--- src/rtl/flash_status_gen.sv ---
module flash_status_gen #(
  parameter int   PROT_CYC = 50,
  parameter logic MASK_BIT = 1'b0
) (
  input  logic       clk,
  input  logic       rst_n,
  input  logic       op_start,
  input  logic       op_is_erase,
  input  logic       target_prot,
  input  logic       data_bit7,
  input  logic       op_done,
  input  logic       fail,
  input  logic       clr_err,
  input  logic       win_open,
  input  logic       rd_en,
  output logic [7:0] status_o,
  output logic       status_valid
);
  localparam int CW = $clog2(PROT_CYC + 1);

  logic          run, kind_erase, pbit, tgl, err, rd_q;
  logic [CW-1:0] pcnt;
  logic          prot_busy, rd_fall, accept;
  logic          poll;

  assign prot_busy    = (pcnt != '0);
  assign status_valid = run | prot_busy;
  assign rd_fall      = rd_q & ~rd_en;
  assign accept       = op_start & ~status_valid;

  always_ff @(posedge clk) begin
    if (!rst_n) begin
      run        <= 1'b0;
      kind_erase <= 1'b1;
      pbit       <= 1'b0;
      pcnt       <= '0;
    end else begin
      if (prot_busy) pcnt <= pcnt - 1'b1;
      if (run && op_done) run <= 1'b0;
      if (accept) begin
        if (op_is_erase && target_prot) begin
          pcnt       <= CW'(PROT_CYC);
          kind_erase <= 1'b1;
        end else if (!target_prot) begin
          run        <= 1'b1;
          kind_erase <= op_is_erase;
          pbit       <= data_bit7;
        end
      end
    end
  end

  always_ff @(posedge clk) begin
    if (!rst_n) begin
      rd_q <= 1'b0;
      tgl  <= 1'b0;
    end else begin
      rd_q <= rd_en;
      if (status_valid && rd_fall) tgl <= ~tgl;
    end
  end

  always_ff @(posedge clk) begin
    if (!rst_n)              err <= 1'b0;
    else if (run && fail)    err <= 1'b1;
    else if (clr_err)        err <= 1'b0;
  end

  always_comb begin
    if (run)            poll = kind_erase ? 1'b0 : ~pbit;
    else if (prot_busy) poll = 1'b0;
    else                poll = kind_erase ? 1'b1 : pbit;
  end

  assign status_o = {poll, tgl, err, MASK_BIT, ~win_open, MASK_BIT, MASK_BIT, MASK_BIT};

  p_erase_poll_r1: assert property (@(posedge clk) disable iff (!rst_n)
    (run && kind_erase) |-> !status_o[7]);

  p_toggle_hold_r3: assert property (@(posedge clk) disable iff (!rst_n)
    !status_valid |=> $stable(status_o[6]));

  p_err_sticky_r5: assert property (@(posedge clk) disable iff (!rst_n)
    (status_o[5] && !clr_err) |=> status_o[5]);

  p_prot_poll_r7: assert property (@(posedge clk) disable iff (!rst_n)
    (status_valid && !run) |-> !status_o[7]);

  p_prot_prog_drop_r8: assert property (@(posedge clk) disable iff (!rst_n)
    (op_start && !op_is_erase && target_prot && !status_valid) |=> !status_valid);

  p_done_ends_r10: assert property (@(posedge clk) disable iff (!rst_n)
    (run && op_done && !prot_busy) |=> !status_valid);
endmodule

--- config.mk ---
export PLATFORM = sky130hd
export DESIGN_NAME = flash_status_gen
export DESIGN_NICKNAME = d
export VERILOG_FILES = /design/src/rtl/flash_status_gen.sv
export SDC_FILE = /design/constraint.sdc
export NUM_CORES = 1
export LEC_CHECK = 0
export BUFFER_PORTS_ARGS = -buffer_cell sky130_fd_sc_hd__buf_2
export CORE_MARGIN = 3
export CORE_UTILIZATION = 45
export CTS_BUF_LIST = sky130_fd_sc_hd__clkbuf_8
export CTS_CLUSTER_SIZE = 40
export DETAILED_ROUTE_END_ITERATION = 6
export GPL_TIMING_DRIVEN = 0
export PLACE_DENSITY = 0.75
export SLEW_MARGIN = 20
export SYNTH_ARGS = -nofsm -noshare
export SYNTH_HDL_FRONTEND = slang
export SYNTH_SLANG_ARGS = --single-unit
--- constraint.sdc ---
create_clock -name clk -period 4.62 [get_ports clk]
set_clock_uncertainty 0.1 [all_clocks]
set_input_delay 0.693 -clock clk [delete_from_list [all_inputs] [get_ports clk]]
set_output_delay 0.693 -clock clk [all_outputs]
set_load 0.01 [all_outputs]
==> flow_metrics.py <==
metrics = {
    "hold_path": {
        "hold_path.class": "reg2reg",
        "min_from": "err$_SDFFE_PN0P_",
        "min_to": "err$_SDFFE_PN0P_",
        "min_path_cells": 2,
    },
    "sta": {
        "grt_setup_unrepaired": "false",
        "slew_headroom_pct": 52.3,
        "fin_hold_ws_ns": 0.368,
        "setup_tns_ns": 0,
        "setup_viol": 0,
        "worst_pin_slew_ns": 0.710,
        "period_minus_slack_ns": 2.81,
        "hold_viol_final": 0,
        "fin_crit_sh_pct": 60.9,
        "maxClockFrequency_ghz": 0.355,
        "drv_slew": 0,
    },
    "placed_design": {
        "place_inst": 111,
        "dp_hpwl_um": 961,
        "dpl_cell_area_um2": 772,
        "io_buffers": 15,
        "gp_congestion": 0.742,
    },
    "floorplanning": {
        "fp.dieW_um": 44.5,
        "std_cell_rows": 13,
        "core_area_um2": 1350,
        "start_util_pct": 49.4,
        "die-area_um2": 1980,
        "io_pins": 20,
        "die_y_um": 44.5,
    },
    "clock_tree": {
        "clk_latency_ns": 0.23,
        "cts_root_buf": "clkbuf_8",
        "tritoncts": "done",
        "cts_resized": 0,
        "cts_setup_buffers": 0,
        "h-tree-depth": 1,
        "clkTransAtPathRegs_ns": 0.05,
        "ctsHoldBuffers": 0,
        "clock_sinks": 12,
        "cts_buffer_depth": 2,
        "cts_buffers": 3,
    },
    "pwr": {
        "cellLeakagePower_nw": 0.402,
        "p_switching_w": 0.000177,
        "pwr-share-seq_pct": 32.1,
        "power_density_nw_per_um2": 591,
        "max-vdd-ir-drop_v": 0.000386,
        "pwr-share-clk_pct": 19.4,
        "swShare_pct": 36.8,
        "p_int_w": 0.000304,
        "p_comb_share_pct": 48.5,
    },
    "global_route": {
        "grt-ovfl-total": 0,
        "grt_pass1_vias": 496,
        "antenna_found_initial": 0,
        "grt_pass1_wl_mm": 2.06,
        "grt_use_total_pct": 14.3,
        "grt_max_degree": 8,
    },
    "synth": {
        "synthCells": 78,
        "syn_area_um2": 667,
        "ys_seq_area_share_pct": 36.0,
        "syn_area_per_cell_um2": 8.55,
        "ys_warn_count": 0,
        "synth_cell_types": 34,
        "synth_top_area_share_pct": 36.0,
        "synth_seq_cells": 12,
        "synth_area_leader_cell": "dfxtp_1",
        "synthTopCellsByArea": "dfxtp_1, buf_4, inv_1, ha_1, nor3_1",
    },
    "layout": {
        "stdcell_count": 114,
        "fill_cells": 131,
        "syn2layout_area_growth_pct": 22.0,
        "nets": 114,
        "diodes": 0,
        "fin_area_um2": 813,
        "multi_input_area_um2": 354,
        "drive_above_1_share_pct": 30.3,
        "layout.area.seq_um2": 240,
    },
    "route": {
        "drc": 0,
        "drt_first_pass_iters": 4,
        "ant_nets": 0,
        "viasPerCell": 4.92,
        "routed_wl_mm": 1.23,
        "drtIter0Drc": 10,
        "vias": 561,
        "wl_per_cell_um": 10.8,
    },
    "job": {
        "maxCapViolCount": 0,
    },
    "setup_path": {
        "critPathMaxFanout": 6,
        "regToRegEndpoint": "tgl$_SDFFE_PN0P_",
        "worstPathArrival_ns": 2.02,
        "r2r_cells": 5,
        "rrSetupSlack_ns": 2.88,
        "crit_type": "reg2out",
        "end_kind": "output port",
        "cp-startpoint": "pcnt[0]$_SDFF_PN0_",
        "required_ns": 3.83,
        "critical_path.reg2reg.startpoint": "pcnt[0]$_SDFF_PN0_",
        "cp-start-kind": "register",
    },
    "outcome": {
        "outcome": "finished, final reports clean",
    },
}
==> layer usage <==
| layer | global-route usage, % | share of wire, % |
|---|---|---|
| met5 | 0 | 0 |
| met4 | 5.42 | 0.81 |
| met3 | 4.88 | 6.0 |
| met2 | 20.9 | 45 |
| met1 | 19.0 | 48 |
==> power groups by stage <==
stage,registers [W],clock network [W],logic (W)
after floorplan,0.000150,0,0.000184
after global placement,0.000155,0,0.000227
after detailed placement,0.000156,0,0.000227
after CTS,0.000154,0.0000968,0.000231
after global routing,0.000158,0.000103,0.000259
final,0.000154,0.0000931,0.000233
==> synth_stat cells <==
cell,number
o21ai_1,1
nor2b_1,3
or2b_1,1
nand2b_1,2
xnor2_1,2
nand2_1,5
o221ai_1,1
o21ba_2,1
buf_4,7
nor3b_1,2
a31o_2,1
mux2i_1,1
xor2_1,1
nand3_1,2
a21oi_1,3
nand4_1,2
o21a_1,1
conb_1,1
nor3_1,4
a211oi_1,2
or2_1,1
and4_1,1
ha_1,2
inv_1,7
nor2_1,3
or3_1,1
o221a_2,1
or3b_2,1
o211a_1,2
buf_2,1
o21ai_0,1
nand4b_1,1
dfxtp_1,12
and3_1,1
==> cell usage in the layout, fill, tap and decap left out, types with 2 or more instances in the layout <==
cell type  count
nand3_1        2
nand4_1        2
conb_1         4
a21oi_1        3
nand2_1        5
nor2_1         3
buf_4          7
dfxtp_1       12
clkbuf_8       3
nor2b_1        3
nor3_1         4
buf_2         16
inv_1          7
o211a_1        2
nand2b_1       2
a211oi_1       2
nor3b_1        2
ha_1           2
xnor2_1        2
==> critical path, stage by stage (launching register included) <==
cell and delay (ns):
dfxtp_1 0.33, inv_1 0.12, ha_1 0.26, or3b_2 0.47, or2_1 0.25, o21ai_1 0.13, buf_4 0.11, buf_2 0.11
==> metrics by stage <==
stage               utilization [%]  setup slack, ns  power, W
floorplan                         -             2.25  0.000335
global placement               57.2             2.09  0.000382
detailed placement             57.2             2.08  0.000384
CTS                            60.2             1.82  0.000482
global route                   60.2             1.71  0.000520
finish                         60.2             1.81  0.000481
==> state kept, by name (all words and copies together) (netlist names) <==
name / cells
tgl: 1
pbit: 1
run: 1
pcnt: 6
rd_q: 1
kind_erase: 1
err: 1
==> how the worst max path moves through the flow <==
| stage | to | slack [ns] | cells past startpoint |
|---|---|---|---|
| finish | status_o[7] | 1.81 | 7 |
| global route | status_o[7] | 1.71 | 7 |
| CTS | status_o[7] | 1.82 | 7 |
| detailed placement | status_o[7] | 2.08 | 7 |
| global placement | status_o[7] | 2.09 | 7 |
| floorplan | status_o[7] | 2.25 | 6 |
==> area by class of cell <==
| cell class | instances | area share, % |
|---|---|---|
| clock buffer | 3 | 5.08 |
| buffer | 8 | 7.08 |
| inverter | 7 | 3.23 |
| timing repair buffer | 15 | 9.23 |
| sequential | 12 | 29.5 |
| tap | 15 | 2.31 |
| multi-input combinational | 54 | 43.5 |
==> cell families (layout without fill, tap and decap cells) <==
family          after synthesis  after routing  share of synthesized area [%]
compound gates               14             14                           15.9
xor+xnor                      3              3                           3.94
fa+ha+maj                     2              2                           3.75
buf+inv                      15             33                           12.6
flops                        12             12                           36.0
mux                           1              1                           1.50
other cells                   1              4                          0.562
simple gates                 30             30                           25.7
No activity file was read; power rests on OpenSTA's default activity.
